[config.mk]
export PLATFORM = sky130hd
export DESIGN_NAME = dma_chan_ctl
export DESIGN_NICKNAME = d
export VERILOG_FILES = /design/src/rtl/dma_chan_pkg.sv /design/src/rtl/dma_mode_reg.sv /design/src/rtl/dma_chan_seq.sv /design/src/rtl/dma_evt_stat.sv /design/src/rtl/dma_chan_ctl.sv
export SDC_FILE = /design/constraint.sdc
export NUM_CORES = 1
export LEC_CHECK = 0
export ABC_AREA = 1
export BUFFER_PORTS_ARGS = -buffer_cell sky130_fd_sc_hd__buf_4
export CAP_MARGIN = 10
export CORE_MARGIN = 2
export CORE_UTILIZATION = 40
export CTS_CLUSTER_SIZE = 10
export DETAILED_ROUTE_END_ITERATION = 16
export GPL_TIMING_DRIVEN = 1
export PLACE_DENSITY_LB_ADDON = 0.05
export SYNTH_ARGS = -nofsm -noshare
export SYNTH_HDL_FRONTEND = slang
export SYNTH_SLANG_ARGS = --single-unit
[constraint.sdc]
create_clock -name clk -period 1.4 [get_ports clk]
set_input_delay 0.21 -clock clk [delete_from_list [all_inputs] [get_ports clk]]
set_output_delay 0.21 -clock clk [all_outputs]
set_load 0.02 [all_outputs]
[src/rtl/dma_chan_pkg.sv]
package dma_chan_pkg;
  // mode word bit positions
  localparam int MB_START  = 0;
  localparam int MB_ABORT  = 1;
  localparam int MB_EXT    = 2;
  localparam int MB_IE_ERR = 3;
  localparam int MB_IE_SEG = 4;
  localparam int MB_IE_LNK = 5;
  localparam int NUM_EN    = 3;

  // status word: events in bits 4..0, then live bits
  localparam int NUM_EV    = 5;
  localparam int SB_BUSY   = 5;
  localparam int SB_HALT   = 6;
  localparam int STAT_W    = 7;

  typedef struct packed {
    logic link;
    logic chain;
    logic seg;
    logic perr;
    logic terr;
  } chan_ev_t;

  // which enable (0 err, 1 seg, 2 link) governs each event bit
  function automatic int ev_group(input int idx);
    if (idx <= 1)      return 0;
    else if (idx == 2) return 1;
    else               return 2;
  endfunction
endpackage

[src/rtl/dma_mode_reg.sv]
module dma_mode_reg
  import dma_chan_pkg::*;
#(
  parameter int DATA_W = 32
) (
  input  logic              clk,
  input  logic              rst,
  input  logic              wr_mode,
  input  logic [DATA_W-1:0] wr_data,
  output logic [DATA_W-1:0] mode_q,
  output logic              soft_reset,
  output logic              req_start,
  output logic              req_ext,
  output logic              req_abort
);
  logic cs_rise, es_rise;

  always_ff @(posedge clk) begin
    if (rst)          mode_q <= '0;
    else if (wr_mode) mode_q <= wr_data;
  end

  assign soft_reset = wr_mode && (wr_data == '0);
  assign cs_rise    = wr_data[MB_START] && !mode_q[MB_START];
  assign es_rise    = wr_data[MB_EXT]   && !mode_q[MB_EXT];
  assign req_abort  = wr_mode && wr_data[MB_ABORT] && !mode_q[MB_ABORT];
  assign req_start  = wr_mode && !wr_data[MB_ABORT] && (cs_rise || es_rise);
  assign req_ext    = wr_data[MB_EXT];
endmodule

[src/rtl/dma_chan_seq.sv]
module dma_chan_seq #(
  parameter int CNT_W = 26
) (
  input  logic             clk,
  input  logic             rst,
  input  logic             soft_reset,
  input  logic             req_start,
  input  logic             req_ext,
  input  logic             req_abort,
  input  logic             ext_start,
  input  logic [CNT_W-1:0] byte_cnt,
  input  logic             done_any,
  output logic             busy_q,
  output logic             halt_q,
  output logic             start_q,
  output logic             abort_q,
  output logic             perr_pulse
);
  logic armed_q;
  logic busy_d, halt_d, armed_d, start_d, abort_d, go;

  always_comb begin
    busy_d     = busy_q;
    halt_d     = halt_q;
    armed_d    = armed_q;
    start_d    = 1'b0;
    abort_d    = 1'b0;
    perr_pulse = 1'b0;
    go         = 1'b0;
    if (done_any) busy_d = 1'b0;
    if (soft_reset) begin
      busy_d  = 1'b0;
      halt_d  = 1'b0;
      armed_d = 1'b0;
    end else if (req_abort) begin
      abort_d = 1'b1;
      busy_d  = 1'b0;
      armed_d = 1'b0;
      halt_d  = 1'b1;
    end else begin
      if (req_start && !busy_q) begin
        if (req_ext) armed_d = 1'b1;
        else         go      = 1'b1;
      end else if (armed_q && ext_start) begin
        armed_d = 1'b0;
        go      = 1'b1;
      end
      if (go) begin
        if (byte_cnt == '0) begin
          perr_pulse = 1'b1;
        end else begin
          start_d = 1'b1;
          busy_d  = 1'b1;
          halt_d  = 1'b0;
        end
      end
    end
  end

  always_ff @(posedge clk) begin
    if (rst) begin
      busy_q  <= 1'b0;
      halt_q  <= 1'b0;
      armed_q <= 1'b0;
      start_q <= 1'b0;
      abort_q <= 1'b0;
    end else begin
      busy_q  <= busy_d;
      halt_q  <= halt_d;
      armed_q <= armed_d;
      start_q <= start_d;
      abort_q <= abort_d;
    end
  end
endmodule

[src/rtl/dma_evt_stat.sv]
module dma_evt_stat
  import dma_chan_pkg::*;
(
  input  logic              clk,
  input  logic              rst,
  input  logic              soft_reset,
  input  chan_ev_t          ev_in,
  input  logic              clr_en,
  input  logic [NUM_EV-1:0] clr_mask,
  input  logic [NUM_EN-1:0] en_nxt,
  output logic [NUM_EV-1:0] ev_q,
  output logic              irq_q
);
  logic [NUM_EV-1:0] ev_d, gated;

  always_comb begin
    if (soft_reset) ev_d = '0;
    else            ev_d = (ev_q & ~(clr_en ? clr_mask : '0)) | NUM_EV'(ev_in);
  end

  for (genvar i = 0; i < NUM_EV; i++) begin : g_gate
    assign gated[i] = ev_d[i] && en_nxt[ev_group(i)];
  end

  always_ff @(posedge clk) begin
    if (rst) begin
      ev_q  <= '0;
      irq_q <= 1'b0;
    end else begin
      ev_q  <= ev_d;
      irq_q <= |gated;
    end
  end
endmodule

[src/rtl/dma_chan_ctl.sv]
module dma_chan_ctl
  import dma_chan_pkg::*;
#(
  parameter int DATA_W = 32,
  parameter int CNT_W  = 26
) (
  input  logic              clk,
  input  logic              rst,
  input  logic              wr_en,
  input  logic              wr_sel,
  input  logic [DATA_W-1:0] wr_data,
  input  logic              rd_sel,
  output logic [DATA_W-1:0] rd_data,
  input  logic [CNT_W-1:0]  byte_cnt,
  input  logic              ext_start,
  input  logic              ev_seg,
  input  logic              ev_list,
  input  logic              ev_chain,
  input  logic              ev_err,
  output logic              eng_start,
  output logic              eng_abort,
  output logic              irq
);
  localparam int PAD_W = DATA_W - STAT_W;

  logic              wr_mode, wr_stat;
  logic [DATA_W-1:0] mode_q;
  logic              soft_reset, req_start, req_ext, req_abort;
  logic              busy_q, halt_q, perr_pulse;
  logic [NUM_EV-1:0] ev_q;
  logic [NUM_EN-1:0] en_nxt;
  logic [DATA_W-1:0] stat_word;
  chan_ev_t          ev_in;

  assign wr_mode = wr_en && !wr_sel;
  assign wr_stat = wr_en && wr_sel;

  dma_mode_reg #(.DATA_W(DATA_W)) u_mode (
    .clk(clk), .rst(rst), .wr_mode(wr_mode), .wr_data(wr_data),
    .mode_q(mode_q), .soft_reset(soft_reset), .req_start(req_start),
    .req_ext(req_ext), .req_abort(req_abort)
  );

  dma_chan_seq #(.CNT_W(CNT_W)) u_seq (
    .clk(clk), .rst(rst), .soft_reset(soft_reset), .req_start(req_start),
    .req_ext(req_ext), .req_abort(req_abort), .ext_start(ext_start),
    .byte_cnt(byte_cnt), .done_any(ev_list || ev_chain || ev_err),
    .busy_q(busy_q), .halt_q(halt_q), .start_q(eng_start),
    .abort_q(eng_abort), .perr_pulse(perr_pulse)
  );

  assign ev_in = '{link: ev_list, chain: ev_chain, seg: ev_seg,
                   perr: perr_pulse, terr: ev_err};
  assign en_nxt = wr_mode ? wr_data[MB_IE_LNK:MB_IE_ERR]
                          : mode_q[MB_IE_LNK:MB_IE_ERR];

  dma_evt_stat u_evt (
    .clk(clk), .rst(rst), .soft_reset(soft_reset), .ev_in(ev_in),
    .clr_en(wr_stat), .clr_mask(wr_data[NUM_EV-1:0]), .en_nxt(en_nxt),
    .ev_q(ev_q), .irq_q(irq)
  );

  assign stat_word = {{PAD_W{1'b0}}, halt_q, busy_q, ev_q};

  always_ff @(posedge clk) begin
    if (rst) rd_data <= '0;
    else     rd_data <= rd_sel ? stat_word : mode_q;
  end
endmodule

* Word-level counts from Yosys, hierarchy flattened *
Cells that the tools add are included.

storage, ports and cells
  logic and storage cells = 76
  output and inout bits = 35
  bits of input ports = 68
  register bits after elaboration = 75

cells by class
  reduce and logical (&&, ||, !) cells = 36
  mux-type cells = 24
  bitwise gates (word level) = 4
  equal/unequal tests = 2

operator list
  operator                               count
  logical NOT 32 bit                     1
  logical NOT 26 bit                     1
  2-to-1 mux 1 bit                       20
  logical AND 1 bit                      16
  2-to-1 mux 5 bit                       2
  2-to-1 mux 7 bit                       1
  logical NOT 1 bit                      6
  AND 5 bit                              1
  inverter 5 bit                         1
  OR 5 bit                               1
  OR reduction 5 bit                     1
  != test 2 bit (second input constant)  2
  AND reduction 2 bit                    2
  nonzero test 2 bit                     2
  OR reduction 2 bit                     2
  OR reduction 4 bit                     1
  logical OR 1 bit                       3
  2-to-1 mux 3 bit                       1
  OR reduction 3 bit                     1
  inverter 1 bit                         1

* Depth between registers and ports, before layout *
  depth in word-level cells = 15
  depth in mapped cells = 10
  depth with buffers taken out = 10

* Modules after synthesis *
From an unflattened synthesis, not the netlist that was laid out.

unflattened totals
  cell total of the unflattened synthesis = 410
  area total of the unflattened synthesis = 3105.5 µm²

modules (own cells, without submodules)
  module        instances  sequential area each (µm²)  cells an instance  area each (µm²)
  dma_mode_reg  1          640.6                       173                1268.7
  dma_chan_ctl  1          640.6                       140                1243.7
  dma_chan_seq  1          100.1                       53                 314.1
  dma_evt_stat  1          120.1                       44                 279.0

* Least setup slack after synthesis *
No wires, ideal clock.

  kind = reg2reg
  start point = reg u_seq.busy_q
  end point = reg u_evt.irq_q
  path buffers = 0
  path slack = 350 ps
  data arrival time = 931 ps
  setup time = 120 ps
  clock period less this slack = 1050 ps
  stages on the path, launching flop included = 11
  data required time = 1280 ps
  path through = dfxtp_1 > inv_1 > nand2_1 > nor2_2 > nand2_2 > nand2_1 > nand2_2 > nand3_2 > nand3_2 > nand2_1 > a21oi_2

between the ends
  word-level cells in the longest chain between the ends = 12

RTL lines
  what                      line                source
  start: declaration        dma_chan_seq.sv:13  output logic busy_q,
  start signal: assignment  dma_chan_seq.sv:68  busy_q <= busy_d;
  logical NOT 1 bit         dma_chan_seq.sv:41  if (req_start && !busy_q) begin
  logical AND 1 bit         dma_chan_seq.sv:41
  2-to-1 mux 1 bit          dma_chan_seq.sv:41
  2-to-1 mux 1 bit          dma_chan_seq.sv:35  end else if (req_abort) begin
  2-to-1 mux 1 bit          dma_chan_seq.sv:31  if (soft_reset) begin
  2-to-1 mux 1 bit          dma_chan_seq.sv:48  if (go) begin
  2-to-1 mux 1 bit          dma_chan_seq.sv:35
  2-to-1 mux 1 bit          dma_chan_seq.sv:31
  OR 5 bit                  dma_evt_stat.sv:18  else ev_d = (ev_q & ~(clr_en ? clr_mask : '0)) | NUM_EV'(ev_in);
  2-to-1 mux 5 bit          dma_evt_stat.sv:17  if (soft_reset) ev_d = '0;
  logical AND 1 bit         dma_evt_stat.sv:22  assign gated[i] = ev_d[i] && en_nxt[ev_group(i)];
  OR reduction 5 bit        dma_evt_stat.sv:31  irq_q <= |gated;
  end signal: assignment    dma_evt_stat.sv:31
  end: declaration          dma_evt_stat.sv:12  output logic irq_q

No other way between the ends. The select of a mux whose other input is x is not followed.
A chain may end at the register's enable or synchronous reset.

* Worst setup path in the final report *
Same ends and word-level chain as after synthesis.

==> impl_metrics.toml <==
[status]
status = "completed"

[cts]
insertion_delay_ps = 340
cts_tree = "done"
clkTransAtPathRegs_ps = 80
ctsRootBufferMaster = "clkbuf_8"
holdBufCountCts = 0
cts.sinks = 75
cts_max_level = 3
numCtsBuffers = 9
cts_resized = 0
postCtsSetupBuffers = 0
clockBufferDepth = 2

[setup_path]
crit_path_frequent_cell = "nand2_1"
cp-end-kind = "flip-flop"
crit_family = "simple AND/OR/NAND/NOR gates"
cp_slowest_cell = "dfxtp_1"
cp_num_buf_inv = 1
critPathLaunchType = "flip-flop"
path_cells = "inv_1 -> nand2_1 -> nor2_2 -> nand2_2 -> nand2_1 -> nand2_2 -> nand3_2 -> nand3_2 -> nand2_1 -> a21oi_2"
r2r_start = "u_seq.busy_q"
rr_endpoint = "u_evt.irq_q"
critPathKind = "flip-flop to flip-flop"
crit_required_ps = 1640
cp.arrival_ps = 1470
reg2reg_slack_ps = 170
reg2regPathDepth = 10
max_stage_delay_ps = 310
cp_max_fo = 2

[layout]
fin_nets = 513
area_growth_pct = 40.8
stdcell_count = 525
nFillCells = 603
mostFrequentLayoutCell = "buf_4"
final_area_um2 = 3770
drive_gt1_share_pct = 30.8
layout_common_cells = "buf_4 (108), nor2_1 (77), dfxtp_1 (75), a21oi_1 (37)"
n_antenna_cell = 0
final_util_pct = 58.7

[global_routing]
grt_max_degree = 57
antenna_found_initial = 0
grt_pass1_wl_um = 10200
grt_pass1_vias = 2319
grt_overflow = 0
track_usage_pct = 17.6

[power]
finalPower_mw = 4.56
p_per_area_nw_per_um2 = 1210
p_leak_nw = 1.71
worst_ir_drop_vdd_uv = 526

[timing]
setup_viol = 0
slew_violations = 0
rsz0062_at_grt = "false"
skew_ps = 8.10
tightest_slew_ps = 329
period_minus_slack_ps = 1230
fin_crit_sh_pct = 87.7
fmax_mhz = 815
slew_headroom_pct = 77.8
fin_setup_tns_ps = 0
hold_violations = 0

[floorplan]
die_y_um = 85.8
core_area_um2 = 6420
ios = 103
start_util_pct = 41.7
rows = 29
die_area_um2 = 7360
die_x_um = 85.8

[routing]
vias = 2410
avgViaCountPerCell = 4.59
drt_first_pass_iters = 6
routed_wirelength_um = 6200
drcViolationCount = 0
drt_iter0_markers = 114
ant_nets = 0
avgRoutedWirePerCell_um = 11.8

[logic_synthesis]
synth_area_leaders = "dfxtp_1 (56%), nor2_1 (11%), a21oi_1 (6.9%), o21ai_0 (6.7%), inv_1 (5.0%)"
ys.warnings.count = 0
syn-num-nets = 404
synthCells = 336
synth-seq-cells = 75
synth_top_area_share_pct = 56.1
syn_area_um2 = 2680
syn_area_per_cell_um2 = 7.97
synth.distinct_cells = 28
yosysSeqAreaShare_pct = 56.1
synth_area_leader_cell = "dfxtp_1"

[min_path]
hold_depth = 2
hold_path.startpoint = "rst"
hold_end = "u_evt.irq_q"
hold_class = "primary input to flip-flop"

[placement]
place_area_um2 = 3560
dp_cells = 511
gp_congestion = 0.874
io_buffers = 102
hpwl_um = 4610

[flow_run]
cap_violations = 0
cell type report:
class,instances,area (um2),share of cell area [%]
inverter,40,150,3.99
clock buffer,9,124,3.29
tap,77,96.3,2.56
multi-input combinational,209,965,25.6
timing repair buffer,110,851,22.6
sequential,75,1500,39.9
clock inverter,5,80.1,2.13
power breakdown:
part           switching, mW  internal (mW)  leakage [nW]
Sequential            0.0315           2.24         0.615
Clock                  0.752          0.980        0.0972
Combinational          0.284          0.274         0.999
cells by family (layout without fill, tap and decap cells):
logic type,after synthesis,after routing,synth area share [%]
flip-flops,75,75,56.1
AO/OA/AOI/OAI,81,81,15.8
buffers and inverters,52,164,7.85
AND/OR/NAND/NOR,128,128,20.2
sequential cells by signal (all words and copies together), names as in the netlist:
| register | count |
|---|---|
| u_seq.busy_q | 1 |
| rd_data | 32 |
| u_seq.abort_q | 1 |
| u_seq.start_q | 1 |
| u_seq.halt_q | 1 |
| u_evt.ev_q | 5 |
| u_evt.irq_q | 1 |
| u_seq.armed_q | 1 |
| u_mode.mode_q | 32 |
metal layers:
layer | global-route usage, % | routed length [um]
met5 | 0 | 0
met2 | 30.3 | 3000
met4 | 8.23 | 140
met3 | 5.20 | 337
met1 | 20.1 | 2720
synthesized netlist by cell type, drive strengths merged:
master,n
a21o,1
a21oi,38
a22oi,1
and2,1
buf,8
clkbuf,4
clkinv,1
dfxtp,75
inv,39
nand2,32
nand3,8
nor2,79
nor3,1
nor4,2
o21a,2
o21ai,39
or2,5
metrics by stage:
step	setup slack [ps]	hold slack, ps
after floorplan	350	272
after global placement	-34.6	421
after detailed placement	-63.2	418
after CTS	180	43.0
after global routing	100	50.7
final	173	58.5
how the worst max path moves through the flow:
| stage | from | endpoint | slack [ps] | cells past startpoint |
|---|---|---|---|---|
| finish | u_seq.busy_q | u_evt.irq_q | 170 | 10 |
| global route | u_seq.busy_q | u_evt.irq_q | 100 | 10 |
| CTS | u_seq.busy_q | u_evt.irq_q | 180 | 10 |
| detailed placement | wr_data[26] | u_seq.halt_q | -60 | 7 |
| global placement | wr_data[19] | u_evt.ev_q[1] | -30 | 7 |
| floorplan | u_seq.busy_q | u_evt.irq_q | 350 | 10 |
worst register-to-register path, cell delays in order, from the launching register on:
cell and delay (ps):
dfxtp_1 310, inv_1 100, nand2_1 80, nor2_2 120, nand2_2 70, nand2_1 90, nand2_2 70, nand3_2 90
nand3_2 60, nand2_1 90, a21oi_2 50
No activity file was read; power rests on OpenSTA's default activity.
